==> src/rtl/cascade_pkg.sv <==
package cascade_pkg;

    localparam int ID_W     = 3;
    localparam int N_INPUTS = 1 << ID_W;
    localparam int PULSE_W  = 2;

    typedef logic [ID_W-1:0]    cas_id_t;
    typedef logic [PULSE_W-1:0] pulse_idx_t;

    typedef struct packed {
        logic       ack_q;
        pulse_idx_t pulse_no;
    } seq_state_t;

    function automatic pulse_idx_t final_pulse(input logic three);
        return three ? pulse_idx_t'(3) : pulse_idx_t'(2);
    endfunction

endpackage

==> src/rtl/cas_role_sel.sv <==
module cas_role_sel (
    input  logic strap_master,
    input  logic cfg_buffered,
    input  logic cfg_sw_master,
    input  logic data_oe,
    output logic role_master,
    output logic sp_oe,
    output logic xcvr_en
);
    always_comb begin
        role_master = cfg_buffered ? cfg_sw_master : strap_master;
        sp_oe       = cfg_buffered;
        xcvr_en     = cfg_buffered & data_oe;
    end
endmodule

==> src/rtl/cas_ack_seq.sv <==
module cas_ack_seq
    import cascade_pkg::*;
(
    input  logic       clk,
    input  logic       rst,
    input  logic       ack,
    input  logic       cfg_three_pulse,
    output seq_state_t seq,
    output logic       first_rise,
    output logic       vec_rise
);
    logic       rise;
    logic       fall;
    logic       advance;
    pulse_idx_t last_no;

    always_comb begin
        last_no    = final_pulse(cfg_three_pulse);
        rise       = ack & ~seq.ack_q;
        fall       = ~ack & seq.ack_q;
        advance    = rise && (seq.pulse_no < last_no);
        first_rise = advance && (seq.pulse_no == '0);
        vec_rise   = advance && (seq.pulse_no != '0);
    end

    always_ff @(posedge clk) begin
        if (rst) begin
            seq <= '0;
        end else begin
            seq.ack_q <= ack;
            if (advance)
                seq.pulse_no <= seq.pulse_no + pulse_idx_t'(1);
            else if (fall && seq.pulse_no == last_no)
                seq.pulse_no <= '0;
        end
    end
endmodule

==> src/rtl/cas_id_path.sv <==
module cas_id_path
    import cascade_pkg::*;
(
    input  logic                clk,
    input  logic                rst,
    input  logic                first_rise,
    input  logic                vec_rise,
    input  seq_state_t          seq,
    input  logic                role_master,
    input  cas_id_t             req_level,
    input  cas_id_t             cas_in,
    input  cas_id_t             cfg_own_id,
    input  logic [N_INPUTS-1:0] cfg_slave_map,
    output cas_id_t             cas_out,
    output logic                vec_drive
);
    cas_id_t lvl_q;
    logic    hit_q;
    logic    lvl_has_slave;
    logic    vec_pulse;

    always_ff @(posedge clk) begin
        if (rst) begin
            lvl_q <= '0;
            hit_q <= 1'b0;
        end else begin
            if (first_rise) lvl_q <= req_level;
            if (vec_rise)   hit_q <= (cas_in == cfg_own_id);
        end
    end

    always_comb begin
        lvl_has_slave = cfg_slave_map[lvl_q];
        vec_pulse     = seq.ack_q && (seq.pulse_no >= pulse_idx_t'(2));
        cas_out       = (role_master && lvl_has_slave && seq.pulse_no != '0) ? lvl_q : '0;
        vec_drive     = vec_pulse && (role_master ? ~lvl_has_slave : hit_q);
    end
endmodule

==> src/rtl/cascade_id_unit.sv <==
module cascade_id_unit
    import cascade_pkg::*;
(
    input  logic                clk,
    input  logic                rst,
    input  logic                strap_master,
    input  logic                cfg_buffered,
    input  logic                cfg_sw_master,
    input  logic                cfg_three_pulse,
    input  logic [N_INPUTS-1:0] cfg_slave_map,
    input  logic [ID_W-1:0]     cfg_own_id,
    input  logic [ID_W-1:0]     req_level,
    input  logic                ack,
    input  logic                rd_status,
    input  logic [ID_W-1:0]     cas_in,
    output logic [ID_W-1:0]     cas_out,
    output logic                cas_oe,
    output logic                role_master,
    output logic                sp_oe,
    output logic                xcvr_en,
    output logic                vec_drive,
    output logic                op_drive,
    output logic                data_oe
);
    seq_state_t seq;
    logic       first_rise;
    logic       vec_rise;

    cas_ack_seq u_seq (
        .clk             (clk),
        .rst             (rst),
        .ack             (ack),
        .cfg_three_pulse (cfg_three_pulse),
        .seq             (seq),
        .first_rise      (first_rise),
        .vec_rise        (vec_rise)
    );

    cas_id_path u_path (
        .clk           (clk),
        .rst           (rst),
        .first_rise    (first_rise),
        .vec_rise      (vec_rise),
        .seq           (seq),
        .role_master   (role_master),
        .req_level     (req_level),
        .cas_in        (cas_in),
        .cfg_own_id    (cfg_own_id),
        .cfg_slave_map (cfg_slave_map),
        .cas_out       (cas_out),
        .vec_drive     (vec_drive)
    );

    cas_role_sel u_role (
        .strap_master  (strap_master),
        .cfg_buffered  (cfg_buffered),
        .cfg_sw_master (cfg_sw_master),
        .data_oe       (data_oe),
        .role_master   (role_master),
        .sp_oe         (sp_oe),
        .xcvr_en       (xcvr_en)
    );

    always_comb begin
        op_drive = seq.ack_q && cfg_three_pulse && role_master
                   && (seq.pulse_no == pulse_idx_t'(1));
        data_oe  = vec_drive | op_drive | rd_status;
        cas_oe   = role_master;
    end
endmodule

==> config.mk <==
export PLATFORM = sky130hd
export DESIGN_NAME = cascade_id_unit
export DESIGN_NICKNAME = d
export VERILOG_FILES = /design/src/rtl/cascade_pkg.sv /design/src/rtl/cas_role_sel.sv /design/src/rtl/cas_ack_seq.sv /design/src/rtl/cas_id_path.sv /design/src/rtl/cascade_id_unit.sv
export SDC_FILE = /design/constraint.sdc
export NUM_CORES = 1
export LEC_CHECK = 0
export BUFFER_PORTS_ARGS = -buffer_cell sky130_fd_sc_hd__buf_2
export CAP_MARGIN = 25
export CORE_MARGIN = 3
export CORE_UTILIZATION = 44
export DETAILED_ROUTE_END_ITERATION = 10
export PLACE_DENSITY = 0.82
export RECOVER_POWER = 50
export SETUP_SLACK_MARGIN = 0.4
export SLEW_MARGIN = 25
export SYNTH_ARGS = -nofsm -noshare
export SYNTH_HDL_FRONTEND = slang
export SYNTH_SLANG_ARGS = --single-unit
==> constraint.sdc <==
create_clock -name clk -period 3.1 [get_ports clk]
set_clock_uncertainty 0.15 [all_clocks]
set_input_delay 0.155 -clock clk [delete_from_list [all_inputs] [get_ports clk]]
set_output_delay 0.155 -clock clk [all_outputs]
set_load 0.02 [all_outputs]
==> After elaboration in Yosys (flattened, before gate mapping) <==
Cells that the tools add are included.
W data, S select, Z words.
{ "op_classes": {"add_sub_neg": 1, "order_cmp": 3, "eq_ne": 3, "mux": 8, "bitwise_logic": 8, "reduce_logical": 14} }
{ "ops": {"columns": ["operator", "count"], "rows": [
  ["$logic_and A1 B1 Y1", 11],
  ["$lt A3 B4 Y1 const B", 1],
  ["$mux W1", 4],
  ["$mux W2", 2],
  ["$reduce_bool A2 Y1", 2],
  ["$and A1 B1 Y1", 3],
  ["$bmux W1 S3", 1],
  ["$eq A3 B3 Y1", 1],
  ["$mux W3", 1],
  ["$not A1 Y1", 3],
  ["$add A2 B1 Y2 const B", 1],
  ["$eq A2 B1 Y1 const B", 1],
  ["$eq A2 B2 Y1", 1],
  ["$ge A2 B2 Y1 const B", 1],
  ["$logic_not A2 Y1", 1],
  ["$lt A2 B2 Y1", 1],
  ["$or A1 B1 Y1", 2]
]} }
{ "totals": {"reg_bits": 7, "inputBits": 25, "output_inout_bits": 10} }

==> Depth between registers and ports, before layout <==
{ "depth": {"ltp_word": 8, "depth_mapped": 6, "mapped_depth_nobuf": 6} }

==> Cells and area by module <==
A second synthesis with hierarchy kept.
{ "unflattened": {"hier_cells": 66, "hier_area_um2": 583.1} }
{ "modules_own_cells": {"columns": ["mod", "instances", "cells_per_inst", "area_per_inst_um2", "seq_area_each_um2"], "rows": [
  ["cas_id_path", 1, 38, 331.6, 80.1],
  ["cas_ack_seq", 1, 19, 173.9, 60.1],
  ["cascade_id_unit", 1, 6, 47.5, 0.0],
  ["cas_role_sel", 1, 3, 30.0, 0.0]
]} }

==> Worst setup path after synthesis <==
No wires, ideal clock.
{ "synth_timing": {"path_kind": "register to output", "from": "register u_path.lvl_q[0]", "to": "output port cas_out[0]", "t_arrival_ps": 1500, "t_required_ps": 2795, "path_slack_ps": 1295, "path_stages_with_launch": 5, "path_buffers": 0, "path_cell_list": "dfxtp_1 > nand2b_1 > o22ai_1 > nor3_2 > nor4b_1"} }
{ "synth_between": {"elab_chain_cells": 5} }
{ "synth_rtl": {"columns": ["element", "line_no", "rtl"], "rows": [
  ["from (decl)", "cas_id_path.sv:17", "cas_id_t lvl_q;"],
  ["from (signal assigned)", "cas_id_path.sv:27", "if (first_rise) lvl_q <= req_level;"],
  ["$bmux W1 S3", "cas_id_path.sv:33", "lvl_has_slave = cfg_slave_map[lvl_q];"],
  ["$mux W1 (implied by the code)", "cas_id_path.sv:33", null],
  ["$logic_and A1 B1 Y1 (2 in series)", "cas_id_path.sv:35", "cas_out = (role_master && lvl_has_slave && seq.pulse_no != '0) ? lvl_q : '0;"],
  ["$mux W3 (*)", "cas_id_path.sv:35", null],
  ["to (decl)", "cascade_id_unit.sv:16", "output logic [ID_W-1:0] cas_out,"]
]} }
Every way passes the cells marked *; elsewhere a longest branch is shown, timed or not. The select of a mux whose other input is x is not followed.

==> Worst setup path in the final report <==
{ "layout_timing": {"from": "register u_seq.seq[0] (netlist name)", "to": "register u_path.lvl_q[2]"} }
{ "layout_between": {"elab_chain_cells": 3, "elab_cells_between_ends": 4, "cone_classes": "order compare: 1; reduce/logical: 3"} }
{ "layout_rtl": {"columns": ["element", "line_no", "rtl"], "rows": [
  ["$lt A2 B2 Y1", "cas_ack_seq.sv:21", "advance = rise && (seq.pulse_no < last_no);"],
  ["$logic_and A1 B1 Y1", "cas_ack_seq.sv:21", null],
  ["$logic_and A1 B1 Y1 (*)", "cas_ack_seq.sv:22", "first_rise = advance && (seq.pulse_no == '0);"]
]} }
Every way passes the cells marked *; elsewhere a longest branch is shown, timed or not.
A chain may end at the register's enable or synchronous reset.

==> key figures <==
Clock tree
  – CTS Root Cell: clkbuf_4
  – H-tree depth: 1
  – Post-CTS Setup Bufs: 0
  – Sink Count: 7
  – Worst skew pair latency: approximately 250 ps
  – CTS clock-pin slew for the worst setup and hold paths: about 50 ps
  – Cts bufs inserted: 3
  – CTS tree: yes
  – CTS Buffer Depth: 2

Setup path
  – CP peak stage delay: approximately 570 ps
  – Critical-path cell list: inv_1 > ha_1 > nand2b_1 > nand3_1 > mux2i_1 > nor2_1 > dlygate4sd3_1
  – Crit end category: register
  – R2R Path End: u_path.lvl_q[2]
  – Slowest CP cell: dlygate4sd3_1
  – R2R depth: 7
  – Setup CP Type: register to register
  – Crit-path max FO: 4
  – Worst R2R Setup Slack: between 900 and 1000 ps
  – CP arrival: about 2200 ps
  – R2R Path Start: u_seq.seq[0]
  – CP required: just over 3000 ps
  – Setup crit start kind: register

Route
  – Starting DRC count in detailed routing: 12
  – DR vias: roughly 600
  – Vias per cell: about 5
  – DR DRC count: 0
  – Drt wl/cell: roughly 12 microns
  – Antenna viol nets, final: 0
  – Detailed Routing Iterations Pass 1: 3
  – DRT Wirelength: between 1000 and 1500 microns

Yosys
  – Top FF cell, synth: dfxtp_1
  – Post-synthesis async set-or-reset flop share: 0%
  – Ys Warns: 0
  – Syn_area_per_cell: ~9.1 sq um
  – Post-synthesis register bit count: 7
  – Top cells by area, synth: dfxtp_1 24%, mux2i_1 14%, ha_1 8.7%
  – Yosys cell types: 29
  – Yosys top cell by area: dfxtp_1
  – Post-synthesis sequential area ratio: roughly a quarter
  – Post-synth top area share: between 20 and 25%
  – Post-synth net total: 92
  – Synthesized instance count: 63
  – EDFF count, synth: 0
  – Post-synthesis instance area: 574.3 sq um

Die
  – Core area: about 1200 sq um
  – Chip height: about 42 microns
  – Die X: 42.13 microns
  – Initial Util: 49.04%
  – Core Rows: 12
  – Boundary Pins: 35
  – Die area: about 1800 sq um

Global route
  – First-pass GRT wire length: between 2000 and 2500 microns
  – Largest net degree at the start of global routing: 10
  – Gr usage total: between 10% and 20%
  – Number of global-route vias before repair: between 500 and 600
  – Overflow after GRT: 0
  – Antenna violations before repair: 0

Power
  – Leak Pwr: roughly 0.39 nW
  – Maximum VDD drop: between 0.0002 and 0.0003 V
  – PwrDens: ~340 nW/um^2

Timing
  – Final hold vios: 0
  – Final period util: 70.02%
  – Max Slew Vio Count: 0
  – Headroom to the max-slew limit: between 50% and 60%
  – Worst-Margin Slew: 690.4 ps
  – Fmax: 0.4607 GHz
  – Setup Viol. Count Final: 0
  – Min cycle time layout: between 2000 and 2500 ps
  – Unrepaired setup endpoints after global routing: no
  – TNS Setup: 0 ps

Min path
  – Hold Path Class: primary input to register
  – Hold EP: u_seq.seq[2]
  – Hold Crit Depth: 3
  – Hold path start: ack

Placement
  – Cells after DPL: around 110
  – PortBufs: 34
  – DP Wirelength: 1086 microns
  – Routability cong.: between 0.7 and 0.8

Finish
  – Proportion of layout cells with a drive suffix above 1: between 30% and 40%
  – Fin nets: between 100 and 150
  – Fin cells: ~120
  – Layout area overhead: 40.30%
  – ANT cells: 0

Run status
  – Status: completed

Job
  – Max-Cap Viols: 0
## layout by cell type (no fill, tap or decap), drive strengths merged, types with 2 or more instances in the layout
cell	n
nand2	2
dfxtp	7
inv	4
nor3	4
buf	30
ha	4
nand2b	3
clkbuf	8
nor2	6
mux2i	9
nor4b	3
xor2	3
dlygate4sd3	5
nand3	2
## layer usage
metal	vias to the layer above	global-route usage (%)	share of wire [%]
met2	18	30.56	52
met1	269	21.59	41
met5	-	0	0
met3	2	3.004	5.5
met4	0	7.453	0.97
li1	315	-	-
## cell type report
type / instances / area (sq um)
Clock buffer: 4 / 26.28
Fill cell: 103 / 365.4
Inverter: 4 / 15.01
Multi-Input combinational cell: 50 / 391.6
Sequential cell: 7 / 140.1
Tap cell: 14 / 17.52
Timing Repair Buffer: 39 / 215.2
## worst max-delay path, delay by kind of cell, from the launching register on
family	cells	cell delay, ps
flops	1	370
mux	1	210
buf+inv	2	670
fa+ha+maj	1	200
simple gates	3	450
## metrics by stage
step / worst slack [ps] / hold slack (ps) / total power, W / area, sq um / utilization, %
6_report: 929.4 / 28.80 / 0.0002769 / 805.8 / 68.80
5_1_grt: 804.6 / 62.28 / 0.0003004 / 805.8 / 68.80
4_1_cts: 986.6 / 23.43 / 0.0002845 / 823.3 / 70.30
3_5_place_dp: 1322 / 248.4 / 0.0001928 / 747.0 / 63.78
3_3_place_gp: 1396 / 241.3 / 0.0001903 / 747.0 / 63.78
2_1_floorplan: 1295 / 71.69 / 0.0001628 / 574.3 / -
## sequential cells by signal, indices dropped and copies added (netlist names)
register      count
u_seq.seq         3
u_path.lvl_q      3
u_path.hit_q      1
## Yosys cell counts (2+ instances only)
cell      number
buf_4          2
dfxtp_1        7
ha_1           4
inv_1          3
mux2i_1        8
nand2_1        2
nand2b_1       3
nand3_1        2
nor2_1         6
nor3_1         3
nor4b_1        3
xor2_1         3
## what timing repair did
item / in CTS / in global routing
endpoints found under the hold margin: 4 / 0
hold buffers: 5 / 0
gates resized for setup: 0 / 0
## power breakdown
| part | total, W | internal (W) | switching, W |
|---|---|---|---|
| Combinational | 0.0000888 | 0.0000437 | 0.0000451 |
| Sequential | 0.000105 | 0.0000962 | 0.00000904 |
| Clock | 0.0000828 | 0.0000491 | 0.0000337 |
| Total | 0.000277 | 0.000189 | 0.0000879 |
## logic make-up (layout without fill, tap and decap cells)
| group | count (synthesis) | in the layout | synth area share (%) |
|---|---|---|---|
| XOR/XNOR | 3 | 3 | 4.576 |
| multiplexers | 9 | 9 | 17.87 |
| flip-flops | 7 | 7 | 24.40 |
| AND/OR/NAND/NOR | 24 | 24 | 24.84 |
| adder cells (fa/ha/maj) | 4 | 4 | 8.715 |
| buffers and inverters | 6 | 47 | 5.227 |
| AO/OA/AOI/OAI | 10 | 10 | 14.38 |
## worst max path at each step
stage / from / end / slack (ps) / cells past startpoint
3_3_place_gp: u_path.lvl_q[1] / xcvr_en / 1400 / 5
2_1_floorplan: u_path.lvl_q[0] / cas_out[0] / 1300 / 4
3_5_place_dp: u_path.lvl_q[1] / xcvr_en / 1320 / 5
5_1_grt: u_seq.seq[0] / u_path.lvl_q[2] / 800 / 7
4_1_cts: u_seq.seq[0] / u_path.lvl_q[2] / 990 / 7
6_report: u_seq.seq[0] / u_path.lvl_q[2] / 930 / 7
Note: power is estimated with default switching activity, not from simulation.
